===== src/rtl/sram_ctrl_pkg.sv =====
package sram_ctrl_pkg;

  typedef enum logic [2:0] {
    ST_IDLE,
    ST_RD_ACCESS,
    ST_RD_CAPTURE,
    ST_WR_TURN,
    ST_WR_PULSE,
    ST_WR_END
  } state_e;

  // memory timing limits in ps
  localparam int RD_ACCESS_PS = 12000;
  localparam int WE_LOW_PS    = 10000;
  localparam int DATA_SU_PS   = 7000;
  localparam int BUS_OFF_PS   = 6000;

  function automatic int cyc_from_ps(int ps, int clk_ps);
    int n;
    n = (ps + clk_ps - 1) / clk_ps;
    return (n < 1) ? 1 : n;
  endfunction

  function automatic int max2(int a, int b);
    return (a > b) ? a : b;
  endfunction

endpackage


===== src/rtl/sram_phase_timer.sv =====
module sram_phase_timer #(
  parameter int CNT_W = 2
) (
  input  logic             clk_i,
  input  logic             rst_ni,
  input  logic             load_i,
  input  logic [CNT_W-1:0] load_val_i,
  output logic             done_o
);

  logic [CNT_W-1:0] cnt_q;

  always_ff @(posedge clk_i or negedge rst_ni) begin
    if (!rst_ni)           cnt_q <= '0;
    else if (load_i)       cnt_q <= load_val_i;
    else if (cnt_q != '0)  cnt_q <= cnt_q - 1'b1;
  end

  assign done_o = (cnt_q == '0);

  // expired counter must not wrap
  assert_timer_no_wrap_R4: assert property (@(posedge clk_i) disable iff (!rst_ni)
    (!load_i && cnt_q == '0) |=> (cnt_q == '0));

endmodule


===== src/rtl/sram_seq_fsm.sv =====
module sram_seq_fsm
  import sram_ctrl_pkg::*;
#(
  parameter int CNT_W     = 2,
  parameter int READ_CYC  = 3,
  parameter int PULSE_CYC = 2,
  parameter int TURN_CYC  = 2
) (
  input  logic             clk_i,
  input  logic             rst_ni,
  input  logic             fire_i,
  input  logic             we_i,
  input  logic             done_i,
  output state_e           state_q_o,
  output state_e           state_d_o,
  output logic             load_o,
  output logic [CNT_W-1:0] load_val_o
);

  state_e state_q, state_d;

  always_comb begin
    state_d    = state_q;
    load_o     = 1'b0;
    load_val_o = '0;
    unique case (state_q)
      ST_IDLE: if (fire_i) begin
        load_o = 1'b1;
        if (we_i) begin
          state_d    = ST_WR_TURN;
          load_val_o = CNT_W'(TURN_CYC - 1);
        end else begin
          state_d    = ST_RD_ACCESS;
          load_val_o = CNT_W'(READ_CYC - 1);
        end
      end
      ST_RD_ACCESS:  if (done_i) state_d = ST_RD_CAPTURE;
      ST_RD_CAPTURE: state_d = ST_IDLE;
      ST_WR_TURN: if (done_i) begin
        state_d    = ST_WR_PULSE;
        load_o     = 1'b1;
        load_val_o = CNT_W'(PULSE_CYC - 1);
      end
      ST_WR_PULSE:   if (done_i) state_d = ST_WR_END;
      ST_WR_END:     state_d = ST_IDLE;
      default:       state_d = ST_IDLE;
    endcase
  end

  always_ff @(posedge clk_i or negedge rst_ni) begin
    if (!rst_ni) state_q <= ST_IDLE;
    else         state_q <= state_d;
  end

  assign state_q_o = state_q;
  assign state_d_o = state_d;

  // capture always returns to idle, so a read never runs into the next access
  assert_capture_to_idle_R9: assert property (@(posedge clk_i) disable iff (!rst_ni)
    (state_q == ST_RD_CAPTURE) |=> (state_q == ST_IDLE));

endmodule


===== src/rtl/sram_pin_regs.sv =====
module sram_pin_regs
  import sram_ctrl_pkg::*;
#(
  parameter int ADDR_W = 17,
  parameter int DATA_W = 8
) (
  input  logic              clk_i,
  input  logic              rst_ni,
  input  state_e            state_q_i,
  input  state_e            state_d_i,
  input  logic              accept_i,
  input  logic [ADDR_W-1:0] addr_i,
  input  logic [DATA_W-1:0] wdata_i,
  input  logic [DATA_W-1:0] dq_i,
  output logic [ADDR_W-1:0] addr_o,
  output logic              ce_n_o,
  output logic              ce_o,
  output logic              oe_n_o,
  output logic              we_n_o,
  output logic [DATA_W-1:0] dq_o,
  output logic              dq_oe_o,
  output logic              rsp_valid_o,
  output logic [DATA_W-1:0] rsp_rdata_o
);

  // strobes follow the next state, so pins and state change on the same edge
  always_ff @(posedge clk_i or negedge rst_ni) begin
    if (!rst_ni) begin
      ce_n_o  <= 1'b1;
      ce_o    <= 1'b0;
      oe_n_o  <= 1'b1;
      we_n_o  <= 1'b1;
      dq_oe_o <= 1'b0;
    end else begin
      unique case (state_d_i)
        ST_RD_ACCESS: begin
          ce_n_o <= 1'b0; ce_o <= 1'b1; oe_n_o <= 1'b0; we_n_o <= 1'b1; dq_oe_o <= 1'b0;
        end
        ST_WR_TURN: begin
          ce_n_o <= 1'b0; ce_o <= 1'b1; oe_n_o <= 1'b1; we_n_o <= 1'b1; dq_oe_o <= 1'b0;
        end
        ST_WR_PULSE: begin
          ce_n_o <= 1'b0; ce_o <= 1'b1; oe_n_o <= 1'b1; we_n_o <= 1'b0; dq_oe_o <= 1'b1;
        end
        ST_WR_END: begin
          ce_n_o <= 1'b0; ce_o <= 1'b1; oe_n_o <= 1'b1; we_n_o <= 1'b1; dq_oe_o <= 1'b1;
        end
        default: begin
          ce_n_o <= 1'b1; ce_o <= 1'b0; oe_n_o <= 1'b1; we_n_o <= 1'b1; dq_oe_o <= 1'b0;
        end
      endcase
    end
  end

  always_ff @(posedge clk_i or negedge rst_ni) begin
    if (!rst_ni) begin
      addr_o <= '0;
      dq_o   <= '0;
    end else if (accept_i) begin
      addr_o <= addr_i;
      dq_o   <= wdata_i;
    end
  end

  always_ff @(posedge clk_i or negedge rst_ni) begin
    if (!rst_ni) begin
      rsp_valid_o <= 1'b0;
      rsp_rdata_o <= '0;
    end else begin
      rsp_valid_o <= (state_d_i == ST_RD_CAPTURE);
      if (state_q_i == ST_RD_ACCESS && state_d_i == ST_RD_CAPTURE) rsp_rdata_o <= dq_i;
    end
  end

  assert_oe_off_in_write_R5: assert property (@(posedge clk_i) disable iff (!rst_ni)
    !we_n_o |-> oe_n_o);

  assert_no_drive_after_read_R6: assert property (@(posedge clk_i) disable iff (!rst_ni)
    (!oe_n_o || $past(!oe_n_o)) |-> !dq_oe_o);

  assert_addr_stable_R8: assert property (@(posedge clk_i) disable iff (!rst_ni)
    (!ce_n_o && $past(!ce_n_o)) |-> $stable(addr_o));

  assert_rsp_one_cycle_R3: assert property (@(posedge clk_i) disable iff (!rst_ni)
    rsp_valid_o |=> !rsp_valid_o);

  assert_enables_paired_R7: assert property (@(posedge clk_i) disable iff (!rst_ni)
    $rose(ce_o) |-> $fell(ce_n_o));

endmodule


===== src/rtl/async_sram_ctrl.sv =====
module async_sram_ctrl
  import sram_ctrl_pkg::*;
#(
  parameter int ADDR_W         = 17,
  parameter int DATA_W         = 8,
  parameter int CLK_PS         = 5000,
  parameter int READ_CYC       = cyc_from_ps(RD_ACCESS_PS, CLK_PS),
  parameter int WE_PULSE_CYC   = cyc_from_ps(WE_LOW_PS, CLK_PS),
  parameter int DATA_SETUP_CYC = cyc_from_ps(DATA_SU_PS, CLK_PS),
  parameter int TURN_CYC       = cyc_from_ps(BUS_OFF_PS, CLK_PS)
) (
  input  logic              clk_i,
  input  logic              rst_ni,
  input  logic              req_valid_i,
  output logic              req_ready_o,
  input  logic              req_we_i,
  input  logic [ADDR_W-1:0] req_addr_i,
  input  logic [DATA_W-1:0] req_wdata_i,
  output logic              rsp_valid_o,
  output logic [DATA_W-1:0] rsp_rdata_o,
  output logic [ADDR_W-1:0] mem_addr_o,
  output logic              mem_ce_n_o,
  output logic              mem_ce_o,
  output logic              mem_oe_n_o,
  output logic              mem_we_n_o,
  output logic [DATA_W-1:0] mem_dq_o,
  output logic              mem_dq_oe_o,
  input  logic [DATA_W-1:0] mem_dq_i
);

  localparam int PULSE_CYC = max2(WE_PULSE_CYC, DATA_SETUP_CYC);
  localparam int MAX_CYC   = max2(max2(READ_CYC, PULSE_CYC), TURN_CYC);
  localparam int CNT_W     = max2(1, $clog2(MAX_CYC + 1));

  state_e           state_q, state_d;
  logic             fire, load, done;
  logic [CNT_W-1:0] load_val;

  assign req_ready_o = (state_q == ST_IDLE);
  assign fire        = req_valid_i && req_ready_o;

  sram_phase_timer #(.CNT_W(CNT_W)) u_timer (
    .clk_i      (clk_i),
    .rst_ni     (rst_ni),
    .load_i     (load),
    .load_val_i (load_val),
    .done_o     (done)
  );

  sram_seq_fsm #(
    .CNT_W     (CNT_W),
    .READ_CYC  (READ_CYC),
    .PULSE_CYC (PULSE_CYC),
    .TURN_CYC  (TURN_CYC)
  ) u_fsm (
    .clk_i      (clk_i),
    .rst_ni     (rst_ni),
    .fire_i     (fire),
    .we_i       (req_we_i),
    .done_i     (done),
    .state_q_o  (state_q),
    .state_d_o  (state_d),
    .load_o     (load),
    .load_val_o (load_val)
  );

  sram_pin_regs #(.ADDR_W(ADDR_W), .DATA_W(DATA_W)) u_pins (
    .clk_i       (clk_i),
    .rst_ni      (rst_ni),
    .state_q_i   (state_q),
    .state_d_i   (state_d),
    .accept_i    (fire),
    .addr_i      (req_addr_i),
    .wdata_i     (req_wdata_i),
    .dq_i        (mem_dq_i),
    .addr_o      (mem_addr_o),
    .ce_n_o      (mem_ce_n_o),
    .ce_o        (mem_ce_o),
    .oe_n_o      (mem_oe_n_o),
    .we_n_o      (mem_we_n_o),
    .dq_o        (mem_dq_o),
    .dq_oe_o     (mem_dq_oe_o),
    .rsp_valid_o (rsp_valid_o),
    .rsp_rdata_o (rsp_rdata_o)
  );

  assert_ready_only_idle_R2: assert property (@(posedge clk_i) disable iff (!rst_ni)
    req_ready_o |-> (mem_ce_n_o && mem_we_n_o && !mem_dq_oe_o));

  assert_accept_leaves_idle_R2: assert property (@(posedge clk_i) disable iff (!rst_ni)
    (req_valid_i && req_ready_o) |=> !req_ready_o);

endmodule


===== config.mk =====
export PLATFORM = sky130hd
export DESIGN_NAME = async_sram_ctrl
export DESIGN_NICKNAME = d
export VERILOG_FILES = /design/src/rtl/sram_ctrl_pkg.sv /design/src/rtl/sram_phase_timer.sv /design/src/rtl/sram_seq_fsm.sv /design/src/rtl/sram_pin_regs.sv /design/src/rtl/async_sram_ctrl.sv
export SDC_FILE = /design/constraint.sdc
export NUM_CORES = 1
export LEC_CHECK = 0
export BUFFER_PORTS_ARGS = -buffer_cell sky130_fd_sc_hd__buf_4
export CAP_MARGIN = 20
export CORE_MARGIN = 4
export CORE_UTILIZATION = 47
export DETAILED_ROUTE_END_ITERATION = 7
export PLACE_DENSITY = 0.79
export REMOVE_ABC_BUFFERS = 1
export SYNTH_ARGS = -nofsm -noshare
export SYNTH_HDL_FRONTEND = slang
export SYNTH_SLANG_ARGS = --single-unit

===== constraint.sdc =====
create_clock -name clk_i -period 1.95 [get_ports clk_i]
set_input_delay 0 -clock clk_i [delete_from_list [all_inputs] [get_ports clk_i]]
set_output_delay 0 -clock clk_i [all_outputs]
set_load 0.005 [all_outputs]

==> results.sh <==
export IMPL_period_minus_slack_ps=1650
export IMPL_yosys_area_top_type="dfrtp_1"
export IMPL_p_leak_nw=1.38
export IMPL_drt_iter0_drc=66
export IMPL_htreeDepth=2
export IMPL_synthDistinctLibCells=27
export IMPL_place_area_mm2=0.00241
export IMPL_cellPowerDensity_mw_per_mm2=1500
export IMPL_rows=22
export IMPL_drive_gt1_share_pct=56.1
export IMPL_die_w_um=70.7
export IMPL_r2r_start="u_timer.cnt_q[0]$_DFFE_PN0P_"
export IMPL_antenna_cells=0
export IMPL_dieArea_mm2=0.00500
export IMPL_grt_pass1_vias=1512
export IMPL_cts_sinks=44
export IMPL_reg2reg_slack_ps=300
export IMPL_vias_per_cell=4.78
export IMPL_drv_slew=0
export IMPL_grt_total_usage_pct=18.7
export IMPL_fin_hold_ws_ps=26.2
export IMPL_rr_endpoint="u_pins.rsp_rdata_o[6]$_DFFE_PN0P_"
export IMPL_cp_endpoint="u_pins.rsp_rdata_o[6]$_DFFE_PN0P_"
export IMPL_hp_class="input port to register"
export IMPL_grt_overflow=0
export IMPL_syn_area_per_cell_um2=16.2
export IMPL_synth_common_cells="41 x dfrtp_1, 19 x mux2_4, 14 x mux2_2"
export IMPL_syn_to_final_growth_pct=55.1
export IMPL_dp_cells=234
export IMPL_cap_violations=0
export IMPL_dr_wl_met2_mm=2.34
export IMPL_post_route_util_pct=76.6
export IMPL_post_cts_setup_buffers=0
export IMPL_critical_path_startpoint="u_timer.cnt_q[0]$_DFFE_PN0P_"
export IMPL_first_pass_iters=4
export IMPL_ant_nets=0
export IMPL_route_detailed_drc=0
export IMPL_cts_made_buffers=5
export IMPL_slew_headroom_pct=64.6
export IMPL_routed_wl_met3_um=271
export IMPL_start_util_pct=49.4
export IMPL_postSynthCellCount=114
export IMPL_synthFlopType="dfrtp_1"
export IMPL_synth_area_leaders="dfrtp_1 56%, mux2_4 15%, mux2_2 8.5%"
export IMPL_synth_edf_count=0
export IMPL_yosys_area_top_type_share_pct=55.5
export IMPL_max_vdd_ir_drop_uv=771
export IMPL_grt_pass1_wl_mm=7.29
export IMPL_gp_congestion=0.748
export IMPL_wl_per_cell_um=16.0
export IMPL_worstMarginPinSlew_ps=532
export IMPL_rsz0062_at_grt="false"
export IMPL_root_buffer="clkbuf_8"
export IMPL_total_power_w=0.00429
export IMPL_clk_pin_slew_ps=80
export IMPL_ctsHoldBuffers=34
export IMPL_vias=1318
export IMPL_async_flop_share_pct=100
export IMPL_port_buffers=76
export IMPL_ctsResizeCount=0
export IMPL_fin_nets=265
export IMPL_setup_viol=0
export IMPL_skew_ps=4.26
export IMPL_crit_path_start_kind="register"
export IMPL_synth_seq_cells=44
export IMPL_hold_violations=0
export IMPL_totalWireLength_mm=4.41
export IMPL_final_cells=276
export IMPL_top_layer="met4"
export IMPL_coreArea_mm2=0.00374
export IMPL_crit_fanout=10
export IMPL_synth_most_common_cell="dfrtp_1"
export IMPL_max_clock_path_buffers=2
export IMPL_status="completed"
export IMPL_min_period_over_period_pct=84.6
export IMPL_clock_latency_ps=290
export IMPL_path_class="register to register"
export IMPL_wl_met1_mm=1.71
export IMPL_seq_area_frac_synth_pct=59.8
export IMPL_grt_max_degree=45
export IMPL_yosysWarnings=0
export IMPL_max_freq_mhz=606
export IMPL_synth_area_mm2=0.00185
export IMPL_fp_dieH_um=70.7
export IMPL_cts_tree="yes"
export IMPL_cp_required_ps=2130
export IMPL_arrival_ps=1830
export IMPL_worstSetupEndpointType="register"
export IMPL_reg2reg_depth=5
export IMPL_final_area_mm2=0.00287
export IMPL_dp_hpwl_mm=2.89
export IMPL_antenna_found_initial=0
export IMPL_num_io_pins=77
## cell families (layout without fill, tap and decap cells)
kind of cell / after synthesis / after routing / share of synthesized area [%]
fa+ha+maj: 1 / 1 / 0.677
mux: 34 / 34 / 24.5
buf+inv: 10 / 124 / 5.28
flops: 44 / 44 / 59.8
simple gates: 18 / 18 / 6.70
compound gates: 7 / 7 / 3.05
## layer usage
metal	vias up	GRT usage (%)
met1	640	21.3
met2	52	33.6
li1	617	-
met4	0	7.10
met5	-	0
met3	9	4.55
## where the power goes
group          internal (W)  total, W  switching, W
Clock              0.000379  0.000671      0.000293
Combinational       0.00126   0.00193      0.000668
Sequential          0.00138   0.00169      0.000310
## worst max-delay path: stages, from the launching register on
cell and delay, ps:
dfrtp_1 390, inv_1 100, ha_1 180, nand2_1 90, nor3_4 380, mux2_2 400
## cell type report
| class | instances | area [um^2] |
|---|---|---|
| clock buffer | 5 | 68.8 |
| clock inverter | 3 | 42.5 |
| fill | 234 | 877 |
| inverter | 3 | 11.3 |
| multi-input combinational | 60 | 646 |
| sequential | 44 | 1100 |
| tap | 48 | 60.1 |
| timing repair buffer | 113 | 933 |
## worst min path at each step
stage | start | to | slack, ps | cells after the start
global route | req_we_i | u_timer.cnt_q[1]$_DFFE_PN0P_ | 20 | 3
global placement | rst_ni | u_pins.rsp_rdata_o[1]$_DFFE_PN0P_ | 10 | 1
detailed placement | rst_ni | u_pins.rsp_rdata_o[2]$_DFFE_PN0P_ | 20 | 1
CTS | req_we_i | u_timer.cnt_q[1]$_DFFE_PN0P_ | 20 | 3
finish | req_we_i | u_timer.cnt_q[1]$_DFFE_PN0P_ | 30 | 3
floorplan | rst_ni | u_fsm.state_q_o[0]$_DFF_PN0_ | -300 | 0
## sequential cells by signal, summed over array words and instances, names as in the netlist, 2 cells and up
name                flops
u_fsm.state_q_o         3
u_pins.rsp_rdata_o      8
u_pins.addr_o          17
u_timer.cnt_q           2
u_pins.dq_o             8
## layout by cell type, fill, tap and decap left out, drive strengths merged, types with 2 or more instances in the layout
cell type,count
buf,79
dfrtp,41
dlygate4sd3,34
mux2,33
nor2,5
clkbuf,5
inv,3
dfstp,3
nor3,3
nand2,2
nand2b,2
o22ai,2
a211o,2
## through the flow
stage          setup slack, ps  TNS [ps]
2_1_floorplan             -479    -11760
3_3_place_gp               377         0
3_5_place_dp               301         0
4_1_cts                    292         0
5_1_grt                    172         0
6_report                   300         0
No activity file was read; power rests on OpenSTA's default activity.
